### config.mk
export PLATFORM = sky130hd
export DESIGN_NAME = retention_pause_seq
export DESIGN_NICKNAME = d
export VERILOG_FILES = /design/src/rtl/rps_pkg.sv /design/src/rtl/rps_addr_walk.sv /design/src/rtl/rps_hold_timer.sv /design/src/rtl/rps_read_check.sv /design/src/rtl/retention_pause_seq.sv
export SDC_FILE = /design/constraint.sdc
export NUM_CORES = 1
export LEC_CHECK = 0
export BUFFER_PORTS_ARGS = -buffer_cell sky130_fd_sc_hd__buf_4
export CAP_MARGIN = 20
export CORE_MARGIN = 2
export CORE_UTILIZATION = 50
export CTS_CLUSTER_DIAMETER = 80
export CTS_CLUSTER_SIZE = 24
export DETAILED_ROUTE_END_ITERATION = 6
export HOLD_SLACK_MARGIN = 0.1
export PLACE_DENSITY = 0.7
export SKIP_LAST_GASP = 1
export SLEW_MARGIN = 10
export SYNTH_ARGS = -nofsm -noshare
export SYNTH_HDL_FRONTEND = slang
export SYNTH_SLANG_ARGS = --single-unit
### constraint.sdc
create_clock -name clk -period 10.25 [get_ports clk]
set_clock_uncertainty 0.05 [all_clocks]
set_input_delay 1.025 -clock clk [delete_from_list [all_inputs] [get_ports clk]]
set_output_delay 1.025 -clock clk [all_outputs]
set_load 0.01 [all_outputs]
### src/rtl/rps_pkg.sv
// Shared types for the retention pause test sequencer.
package rps_pkg;
    typedef enum logic [2:0] {
        ST_IDLE,
        ST_WRITE,
        ST_WAIT,
        ST_READ,
        ST_FLUSH
    } seq_state_t;
endpackage

### src/rtl/rps_addr_walk.sv
// Address walker: steps through every word with the row index changing
// fastest. Assumes one step per access cycle; wraps to zero after the last word.
module rps_addr_walk #(
    parameter int ROW_BITS = 9,
    parameter int COL_BITS = 8
) (
    input  logic                         clk,
    input  logic                         rst_n,
    input  logic                         clr_i,
    input  logic                         step_i,
    output logic [ROW_BITS+COL_BITS-1:0] addr_o,
    output logic                         last_o
);
    logic [ROW_BITS-1:0] row_q;
    logic [COL_BITS-1:0] col_q;

    // Row advances each step; column advances when the row wraps.
    always_ff @(posedge clk) begin
        if (!rst_n || clr_i) begin
            row_q <= '0;
            col_q <= '0;
        end else if (step_i) begin
            if (&row_q) begin
                row_q <= '0;
                col_q <= col_q + 1'b1;
            end else begin
                row_q <= row_q + 1'b1;
            end
        end
    end

    assign addr_o = {col_q, row_q};
    assign last_o = (&row_q) && (&col_q);

    // the column only moves on a row wrap
    a_r3_col_holds: assert property (@(posedge clk) disable iff (!rst_n)
        (step_i && !clr_i && !(&row_q)) |=> $stable(col_q));
endmodule

### src/rtl/rps_hold_timer.sv
// Retention timer: counts the cycles of the current write sweep and, at the
// last write, loads the missing part of the pause (saturating at zero).
// Assumes pause_i is stable during a test.
module rps_hold_timer #(
    parameter int ADDR_W  = 17,
    parameter int PAUSE_W = 24
) (
    input  logic               clk,
    input  logic               rst_n,
    input  logic               clr_i,
    input  logic               tick_i,
    input  logic               load_i,
    input  logic [PAUSE_W-1:0] pause_i,
    output logic               skip_o,
    output logic               expire_o,
    output logic               waiting_o
);
    localparam int SW = ADDR_W + 1;
    localparam int CW = ((PAUSE_W > SW) ? PAUSE_W : SW) + 1;

    logic [SW-1:0] sweep_q;
    logic [CW-1:0] wait_q;
    logic [CW-1:0] need_w, swept_w, remain_w;

    // The sweep includes the write happening in the load cycle.
    assign need_w   = CW'(pause_i);
    assign swept_w  = CW'(sweep_q) + CW'(1);
    assign remain_w = (need_w > swept_w) ? (need_w - swept_w) : '0;

    assign skip_o    = (remain_w == '0);
    assign expire_o  = (wait_q == CW'(1));
    assign waiting_o = (wait_q != '0);

    // Count sweep cycles and run down the remaining wait.
    always_ff @(posedge clk) begin
        if (!rst_n) begin
            sweep_q <= '0;
            wait_q  <= '0;
        end else begin
            if (clr_i)       sweep_q <= '0;
            else if (tick_i) sweep_q <= sweep_q + 1'b1;
            if (load_i)          wait_q <= remain_w;
            else if (waiting_o)  wait_q <= wait_q - 1'b1;
        end
    end

    // a non-skipped load always starts a wait
    a_r4_wait_loaded: assert property (@(posedge clk) disable iff (!rst_n)
        (load_i && !skip_o) |=> waiting_o);
endmodule

### src/rtl/rps_read_check.sv
// Read checker: compares read data one cycle after each read against the
// replicated background and keeps the first mismatch. Assumes one-cycle
// read latency.
module rps_read_check #(
    parameter int ADDR_W = 17,
    parameter int DATA_W = 8
) (
    input  logic              clk,
    input  logic              rst_n,
    input  logic              clr_i,
    input  logic              rd_en_i,
    input  logic [ADDR_W-1:0] rd_addr_i,
    input  logic              exp_i,
    input  logic [DATA_W-1:0] rdata_i,
    output logic              fail_o,
    output logic [ADDR_W-1:0] fail_addr_o,
    output logic              fail_exp_o
);
    logic              pend_q;
    logic [ADDR_W-1:0] pend_addr_q;
    logic              pend_exp_q;
    logic              miss_w;

    assign miss_w = pend_q && (rdata_i != {DATA_W{pend_exp_q}});

    // Track the read in flight, then record only the first mismatch.
    always_ff @(posedge clk) begin
        if (!rst_n) begin
            pend_q      <= 1'b0;
            pend_addr_q <= '0;
            pend_exp_q  <= 1'b0;
            fail_o      <= 1'b0;
            fail_addr_o <= '0;
            fail_exp_o  <= 1'b0;
        end else begin
            pend_q      <= rd_en_i;
            pend_addr_q <= rd_addr_i;
            pend_exp_q  <= exp_i;
            if (clr_i) begin
                fail_o      <= 1'b0;
                fail_addr_o <= '0;
                fail_exp_o  <= 1'b0;
            end else if (miss_w && !fail_o) begin
                fail_o      <= 1'b1;
                fail_addr_o <= pend_addr_q;
                fail_exp_o  <= pend_exp_q;
            end
        end
    end

    // once set, the flag and capture hold until cleared
    a_r7_fail_sticky: assert property (@(posedge clk) disable iff (!rst_n)
        (fail_o && !clr_i) |=> (fail_o && $stable(fail_addr_o) && $stable(fail_exp_o)));
endmodule

### src/rtl/retention_pause_seq.sv
// Retention pause test sequencer: write 0 / wait / read 0 / write 1 / wait /
// read 1 over the whole array. The wait after each write sweep is shortened
// by the sweep length. Assumes a single-port SRAM with one-cycle read latency.
module retention_pause_seq
    import rps_pkg::*;
#(
    parameter int ROW_BITS = 9,
    parameter int COL_BITS = 8,
    parameter int DATA_W   = 8,
    parameter int PAUSE_W  = 24
) (
    input  logic                         clk,
    input  logic                         rst_n,
    input  logic                         start_i,
    input  logic [PAUSE_W-1:0]           pause_cycles_i,
    output logic [ROW_BITS+COL_BITS-1:0] mem_addr_o,
    output logic                         mem_we_o,
    output logic                         mem_re_o,
    output logic [DATA_W-1:0]            mem_wdata_o,
    input  logic [DATA_W-1:0]            mem_rdata_i,
    output logic                         busy_o,
    output logic                         done_o,
    output logic                         fail_o,
    output logic [ROW_BITS+COL_BITS-1:0] fail_addr_o,
    output logic                         fail_exp_o
);
    localparam int ADDR_W = ROW_BITS + COL_BITS;

    seq_state_t         state_q;
    logic               bg_q;
    logic [PAUSE_W-1:0] pause_q;
    logic               launch_w, walk_last, skip_w, expire_w, waiting_w;

    assign launch_w = (state_q == ST_IDLE) && start_i;

    rps_addr_walk #(.ROW_BITS(ROW_BITS), .COL_BITS(COL_BITS)) u_walk (
        .clk(clk), .rst_n(rst_n), .clr_i(launch_w),
        .step_i((state_q == ST_WRITE) || (state_q == ST_READ)),
        .addr_o(mem_addr_o), .last_o(walk_last)
    );

    rps_hold_timer #(.ADDR_W(ADDR_W), .PAUSE_W(PAUSE_W)) u_timer (
        .clk(clk), .rst_n(rst_n),
        .clr_i(launch_w || (state_q == ST_FLUSH)),
        .tick_i(state_q == ST_WRITE),
        .load_i((state_q == ST_WRITE) && walk_last),
        .pause_i(pause_q),
        .skip_o(skip_w), .expire_o(expire_w), .waiting_o(waiting_w)
    );

    rps_read_check #(.ADDR_W(ADDR_W), .DATA_W(DATA_W)) u_check (
        .clk(clk), .rst_n(rst_n), .clr_i(launch_w),
        .rd_en_i(state_q == ST_READ), .rd_addr_i(mem_addr_o),
        .exp_i(bg_q), .rdata_i(mem_rdata_i),
        .fail_o(fail_o), .fail_addr_o(fail_addr_o), .fail_exp_o(fail_exp_o)
    );

    // Element sequencing, background selection and the done pulse.
    always_ff @(posedge clk) begin
        if (!rst_n) begin
            state_q <= ST_IDLE;
            bg_q    <= 1'b0;
            pause_q <= '0;
            done_o  <= 1'b0;
        end else begin
            done_o <= 1'b0;
            case (state_q)
                ST_IDLE: if (start_i) begin
                    state_q <= ST_WRITE;
                    bg_q    <= 1'b0;
                    pause_q <= pause_cycles_i;
                end
                ST_WRITE: if (walk_last) state_q <= skip_w ? ST_READ : ST_WAIT;
                ST_WAIT:  if (expire_w)  state_q <= ST_READ;
                ST_READ:  if (walk_last) state_q <= ST_FLUSH;
                ST_FLUSH: begin
                    if (!bg_q) begin
                        bg_q    <= 1'b1;
                        state_q <= ST_WRITE;
                    end else begin
                        state_q <= ST_IDLE;
                        done_o  <= 1'b1;
                    end
                end
                default: state_q <= ST_IDLE;
            endcase
        end
    end

    assign mem_we_o    = (state_q == ST_WRITE);
    assign mem_re_o    = (state_q == ST_READ);
    assign mem_wdata_o = {DATA_W{bg_q}};
    assign busy_o      = (state_q != ST_IDLE);

    // a fully covered pause hands over straight to reading address 0
    a_r5_direct_read: assert property (@(posedge clk) disable iff (!rst_n)
        (mem_we_o && walk_last && skip_w) |=> (mem_re_o && mem_addr_o == '0));
    // no access while the timer is still running
    a_r6_quiet_wait: assert property (@(posedge clk) disable iff (!rst_n)
        waiting_w |-> (!mem_we_o && !mem_re_o));
    // done lasts one cycle
    a_r8_done_single: assert property (@(posedge clk) disable iff (!rst_n)
        done_o |=> !done_o);
    // a start seen while running does not restart or stop the test
    a_r9_start_ignored: assert property (@(posedge clk) disable iff (!rst_n)
        (busy_o && start_i && !(state_q == ST_FLUSH && bg_q)) |=> busy_o);
endmodule

==> results of run 1 <==
## kinds of logic (layout without fill, tap and decap cells)
| family | count (synthesis) | after routing |
|---|---|---|
| AOI/OAI and AO/OA | 141 | 141 |
| muxes | 20 | 20 |
| DFF | 127 | 127 |
| and+or+nand+nor | 372 | 372 |
| xor gates and xnor gates | 87 | 87 |
| adders and majority gates | 27 | 27 |
| buffers and inverters | 62 | 135 |
## layer usage
layer	wire, um	GRT usage	up-vias	share of wire
met1	7450	0.278	2803	0.45
met2	7930	0.397	151	0.48
met4	391	0.0984	0	0.024
met3	733	0.0442	27	0.044
li1	-	-	3017	-
met5	0	0	-	0
## worst reg2reg max path, delay by kind of cell, from the launching register on
family          cells  cell delay [ps]
fa+ha+maj           2              610
simple gates        7             2130
xor+xnor            1              170
flops               1              480
compound gates      6             1190
## registers in the layout (all words and copies together) (netlist names)
| signal | count |
|---|---|
| u_timer.wait_q | 25 |
| pause_q | 24 |
| u_timer.sweep_q | 18 |
| u_check.fail_addr_o | 17 |
| u_check.pend_addr_q | 17 |
| u_walk.row_q | 9 |
| u_walk.col_q | 8 |
| state_q | 3 |
| bg_q | 1 |
| done_o | 1 |
| u_check.fail_exp_o | 1 |
| u_check.fail_o | 1 |
| u_check.pend_exp_q | 1 |
| u_check.pend_q | 1 |
## cell usage after synthesis (3+ instances only)
cell / instances
and2_1: 24
xor2_1: 44
nor2_1: 94
o31a_1: 4
nor2b_1: 4
and4_1: 4
nand2_1: 118
nand2b_1: 11
buf_2: 5
buf_4: 9
and3_1: 8
o21a_1: 6
a21oi_1: 55
inv_1: 17
xnor2_1: 41
o31ai_1: 3
nand4_1: 16
a2bb2oi_1: 10
nor3_1: 22
or4_1: 6
or2_2: 3
a22oi_1: 3
nand3_1: 23
mux2i_1: 19
o21ai_1: 4
ha_1: 23
a21o_1: 9
clkbuf_1: 28
or3b_1: 4
o211ai_1: 3
dfxtp_1: 127
nor4_1: 16
o21ai_0: 15
or3_1: 11
a31oi_1: 7
## final cells by class
type	count	area, um^2
Clock inverter	14	134
Fill cell	1228	5230
Clock buffer	18	439
Tap cell	176	220
Inverter	18	67.6
Multi-Input combinational cell	647	4070
Sequential cell	127	2540
Timing Repair Buffer	85	653
## placed cells by master (no fill, tap or decap), types with 4 or more instances in the layout
cell type / Yosys / final
or4_1: 6 / 6
clkbuf_16: 0 / 17
and4_1: 4 / 4
buf_4: 9 / 83
dfxtp_1: 127 / 127
a31oi_1: 7 / 7
a21o_1: 9 / 9
inv_1: 17 / 17
and3_1: 8 / 8
a21oi_1: 55 / 55
o21ai_1: 4 / 4
a2bb2oi_1: 10 / 10
nor3_1: 22 / 22
xnor2_1: 41 / 41
o31a_1: 4 / 4
nor2_1: 94 / 93
clkinvlp_4: 0 / 4
o21a_1: 6 / 6
mux2i_1: 19 / 19
nor4_1: 16 / 16
nand4_1: 16 / 16
or3_1: 11 / 11
or3b_1: 4 / 4
o21ai_0: 15 / 15
nand2_1: 118 / 118
ha_1: 23 / 23
nor2b_1: 4 / 4
nand2b_1: 11 / 11
xor2_1: 44 / 44
and2_1: 24 / 24
nand3_1: 23 / 23
## worst paths after layout
kind	endpoint	slack (ps)	cells past startpoint
worst max-delay path	u_timer.wait_q[22]	5550	16
worst min-delay path	u_check.fail_addr_o[15]	410	2
worst max register to register	u_timer.wait_q[22]	5550	16
worst min register to register	u_check.fail_addr_o[15]	410	2
## through the flow
stage | setup slack [ps] | instances | cell area [um^2]
floorplan | 6430 | 836 | 6880
global placement | 5870 | 1051 | 7520
detailed placement | 5680 | 1051 | 7520
CTS | 5650 | 1083 | 8090
global route | 5200 | 1085 | 8120
finish | 5550 | 1085 | 8120
## power groups by stage
stage / Sequential (mW) / Combinational (mW) / Clock (mW)
after floorplan: 0.592 / 0.404 / 0
after global placement: 0.599 / 0.487 / 0
after detailed placement: 0.604 / 0.497 / 0
after CTS: 0.593 / 0.503 / 0.590
after global routing: 0.602 / 0.563 / 0.615
final: 0.594 / 0.507 / 0.583
==> reports/metrics.cfg, run 1 <==
[setup_path]
arrival_ps = 4980
critPathSlowestCell = nor2_1
critPathBufInv = 0
crit_family = simple AND/OR/NAND/NOR gates
crit_path_start = u_timer.sweep_q[0]
startpoint_type = flop
cpPeakStageDelay_ps = 670
cp_cell_sequence = ha_1 > nand3_2 > nor3_1 > and2_1 > nand2_1 > xor2_1 > ha_1 > nand2_1 > o21ai_0 > or3b_1 > o21a_1 > o211ai_1 > o31ai_1 > nor2_1 > o21ai_1 > a21oi_1
critPathKind = reg -> reg
worstSetupEndpointType = flop
cp_max_fo = 12
reg2reg_from = u_timer.sweep_q[0]
cp.required_ps = 10530

[cts]
postCtsResizedCells = 0
cts_sinks = 127
cts_made_buffers = 17
cts_tree = done
clk-insertion-delay-late_ps = 430
cts_hold_buffers = 0
clk_pin_slew_ps = 60
clock-root-buffer = clkbuf_16
post_cts_buffers = 0
clockBufferDepth = 2
cts_max_level = 4

[sta]
relSlewSlack = 0.319
fmax_mhz = 213
finalSetupViolations = 0
grt_setup_unrepaired = no
tns_ps = 0
drv_slew = 0
fin_crit_sh = 0.458
hold_violations = 0
hold_slack_ps = 412
worst_slew_pin_slew_ps = 1020
final.min_clock_period_ps = 4700

[logic_synthesis]
synth_top_area_frac = 0.370
synthXorXnorAreaFrac = 0.115
synth_compound_area_frac = 0.135
synth_top_area_cell = dfxtp_1
synthMuxAreaShare = 0.0293
synth_top_family_by_area = simple AND/OR/NAND/NOR gates
syn_area_per_cell_um2 = 8.23
synth.area.top_cells = dfxtp_1, nand2_1, xor2_1, xnor2_1, nor2_1
synth_edf_count = 0
synth.distinct_cells = 67
yosysSeqAreaShare = 0.370
yosysWarningCount = 0
synth_nets = 895
ys_ff_latch = 127
synth_flop_cell = dfxtp_1
synth_area_mm2 = 0.00688
synth_simple_gate_area_frac = 0.262
syn_inst = 836
async_reset_ff_frac = 0
synth_fa_ha_area_frac = 0.0493

[hold_path]
worstHoldStart = u_check.pend_addr_q[15]
hold_path_class = reg -> reg

[floorplanning]
die_h_um = 121
die_area_mm2 = 0.0147
io_pins = 83
initial_core_util = 0.515
fp.dieW_um = 121
coreArea_mm2 = 0.0133
rows = 42

[global_routing]
antenna_found_initial = 0
gr-total-overflow = 0
grt_usage = 0.230
grt_max_degree = 32
grt_pass1_wl_mm = 27.1
grt_pass1_vias = 5796

[run]
drv_cap = 0

[finish]
antennaDiodeCount = 0
area_growth_pct = 18.1
nets = 955
finish.utilization = 0.609
final_layout_size_suffix_gt1_frac = 0.146

[power_and_ir_drop]
pwr-share-seq = 0.353
power.density_mw_per_mm2 = 207
peakVddDrop_mv = 0.134
netSwitchingPower_mw = 0.573
pwr-share-comb = 0.301
p_sw_frac = 0.340
total_power_mw = 1.68
power_leakage_nw = 3.43
clkPwrFrac = 0.346
p_int_mw = 1.11

[routing]
firstDrtPassIters = 5
vias = 5998
drt_wl_total_mm = 16.5
viasPerCell = 5.53
drtIter0Drc = 301
ant_nets = 0
routedWlPerCell_um = 15.2
drc_errors = 0

[placement]
port_buffers = 82
dpl.hpwl_mm = 12.1
gp_congestion = 0.868

[status]
outcome = finished clean

(Power assumes the default switching activity.)
==> inputs of run 2 (changes only) <==
--- a/config.mk
+++ b/config.mk
@@ -13,7 +13,7 @@
 export CTS_CLUSTER_SIZE = 24
 export DETAILED_ROUTE_END_ITERATION = 6
 export HOLD_SLACK_MARGIN = 0.1
-export PLACE_DENSITY = 0.7
+export PLACE_DENSITY = 0.73
 export SKIP_LAST_GASP = 1
 export SLEW_MARGIN = 10
 export SYNTH_ARGS = -nofsm -noshare
==> constraint.sdc (replaced) <==
create_clock -name clk -period 4 [get_ports clk]
set_clock_uncertainty 0.05 [all_clocks]
set_input_delay 0.4 -clock clk [delete_from_list [all_inputs] [get_ports clk]]
set_output_delay 0.4 -clock clk [all_outputs]
set_load 0.01 [all_outputs]
==> run 2 against run 1 <==
  * First-iteration DRC count up 32%
  * Via count decreased by 0.12%
  * Register-to-register slack got worse by 5400 ps
  * Wire length shrank 3.1%
  * Count of clock-buffer cells in the layout unchanged
  * Cell count up 1.8%
  * Global-route usage rose by 0.15 points
  * Worst hold slack got worse by 250 ps
  * Clock power grew to 2.9 times the previous value
  * Die area unchanged
  * Critical path depth decreased by 2
  * Critical path type unchanged
==> reports/metrics.cfg, run 2 (synthesis results as in run 1) <==
[routing]
drtIter0Drc = 398
ant_nets = 0
routedWlPerCell_um = 14.5
drc_errors = 0
firstDrtPassIters = 5
drt_wl_total_mm = 16.0
viasPerCell = 5.43
vias = 5991

[floorplanning]
die_h_um = 121
fp.dieW_um = 121
io_pins = 83
initial_core_util = 0.515
coreArea_mm2 = 0.0133
die_area_mm2 = 0.0147
rows = 42

[global_routing]
gr-total-overflow = 0
grt_pass1_wl_mm = 27.1
grt_usage = 0.231
grt_pass1_vias = 5620
antenna_found_initial = 0
grt_max_degree = 51

[finish]
nets = 974
final_layout_size_suffix_gt1_frac = 0.169
final_cell_mix = dfxtp_1, nand2_1, buf_4
top_regs = u_timer.wait_q: 25 flops, pause_q: 24 flops, u_timer.sweep_q: 18 flops
largest_reg_flops = 25
area_growth_pct = 21.6
final_common_cell = dfxtp_1
top_register = u_timer.wait_q
antennaDiodeCount = 0

[hold_path]
min_path_cells = 3
hold_path_end = pause_q[18]
hold_path_class = in -> reg
worstHoldStart = pause_cycles_i[18]

[placement]
port_buffers = 82
gp_congestion = 0.872
dpl.hpwl_mm = 11.6
place_ws_ps = -111

[power_and_ir_drop]
power.density_mw_per_mm2 = 541
peakVddDrop_mv = 0.375
power_leakage_nw = 3.57

[run]
drv_cap = 0

[setup_path]
reg2reg_depth = 14
worstSetupEndpointType = flop
critPathKind = reg -> reg
cp.required_ps = 4310
arrival_ps = 4130
regToRegSetupSlack_ps = 180
cp_max_fo = 5
reg2reg_from = u_timer.sweep_q[0]
startpoint_type = flop
r2r-end = u_timer.wait_q[24]

[sta]
layout_setup_ws_ps = 177
grt_setup_unrepaired = yes
worst_slew_pin_slew_ps = 747
drv_slew = 0
fmax_mhz = 262
hold_violations = 0
finalSetupViolations = 0
fin_crit_sh = 0.956
hold_slack_ps = 165
final.min_clock_period_ps = 3820
relSlewSlack = 0.501

[cts]
cts_tree = done
cts_made_buffers = 17
clockBufferDepth = 2
clk_pin_slew_ps = 60
cts_max_level = 4
clock-root-buffer = clkbuf_16
cts_sinks = 127
clk-insertion-delay-late_ps = 430

[status]
outcome = finished clean

## run 2: changes by cell type in the layout (fill, tap and decap cells not counted), sizes merged
cell      delta
inv          +1
clkinv       -2
clkinvlp     -2
bufinv       +3
buf         +19
## run 2: layer usage
layer / vias to the layer above / track usage / routed length (um) / part of all wire
li1: 3060 / - / - / -
met4: 0 / 0.0632 / 184 / 0.012
met1: 2779 / 0.289 / 7220 / 0.45
met3: 14 / 0.0630 / 750 / 0.047
met5: - / 0 / 0 / 0
met2: 138 / 0.393 / 7840 / 0.49
## run 2: how the worst max path moves through the flow
stage                                  start                 end  slack, ps
after floorplan           u_timer.sweep_q[0]  u_timer.wait_q[14]        180
after global placement    u_timer.sweep_q[0]  u_timer.wait_q[10]        -40
after detailed placement  u_timer.sweep_q[0]  u_timer.wait_q[22]       -110
after CTS                 u_timer.sweep_q[0]   u_timer.wait_q[9]         40
after global routing      u_timer.sweep_q[0]   u_timer.wait_q[9]        -30
final                     u_timer.sweep_q[0]  u_timer.wait_q[24]        180
## run 2: final cells by class
class                   instances  area [um^2]
fillers                      1198         4980
multi-input cells             647         4100
inverters                      18         67.6
clock inverters                14          204
clock buffers                  18          439
repair buffers                104          792
flip-flops and latches        127         2540
well taps                     176          220
## run 2: stage by stage
step           area [um^2]  cells   util  TNS [ps]  power (mW)
3_5_place_dp          7660   1069  0.574      -852        2.84
4_1_cts               8310   1101  0.623         0        4.53
3_3_place_gp          7650   1068  0.573      -159        2.83
2_1_floorplan         6880    836      -         0        2.55
6_report              8370   1104  0.627         0        4.53
5_1_grt               8370   1104  0.627     -94.8        4.79
## run 2: power breakdown
group	switching [mW]	leakage (nW)	internal (mW)
registers	0.121	1.03	1.40
clock network	0.598	0.310	1.07
logic	0.733	2.23	0.607
total	1.45	3.57	3.07
## run 2: repair_timing
action	CTS	global route
resized for setup	2	5
setup endpoints to repair	23	25
buffers inserted	0	2
hold buffers	0	0
pin swaps	0	3
## run 2: worst max-delay path: stages (launching register included)
cell      delay (ps)
dfxtp_1          340
ha_2             220
nand3_2          150
nor2_1           200
xnor2_1           90
ha_1             190
or4_1            550
a311oi_4         400
nor2_2            80
o31a_1           330
maj3_2           360
a211oi_4         320
o21ai_2          110
o31a_1           280
nor2_1            80
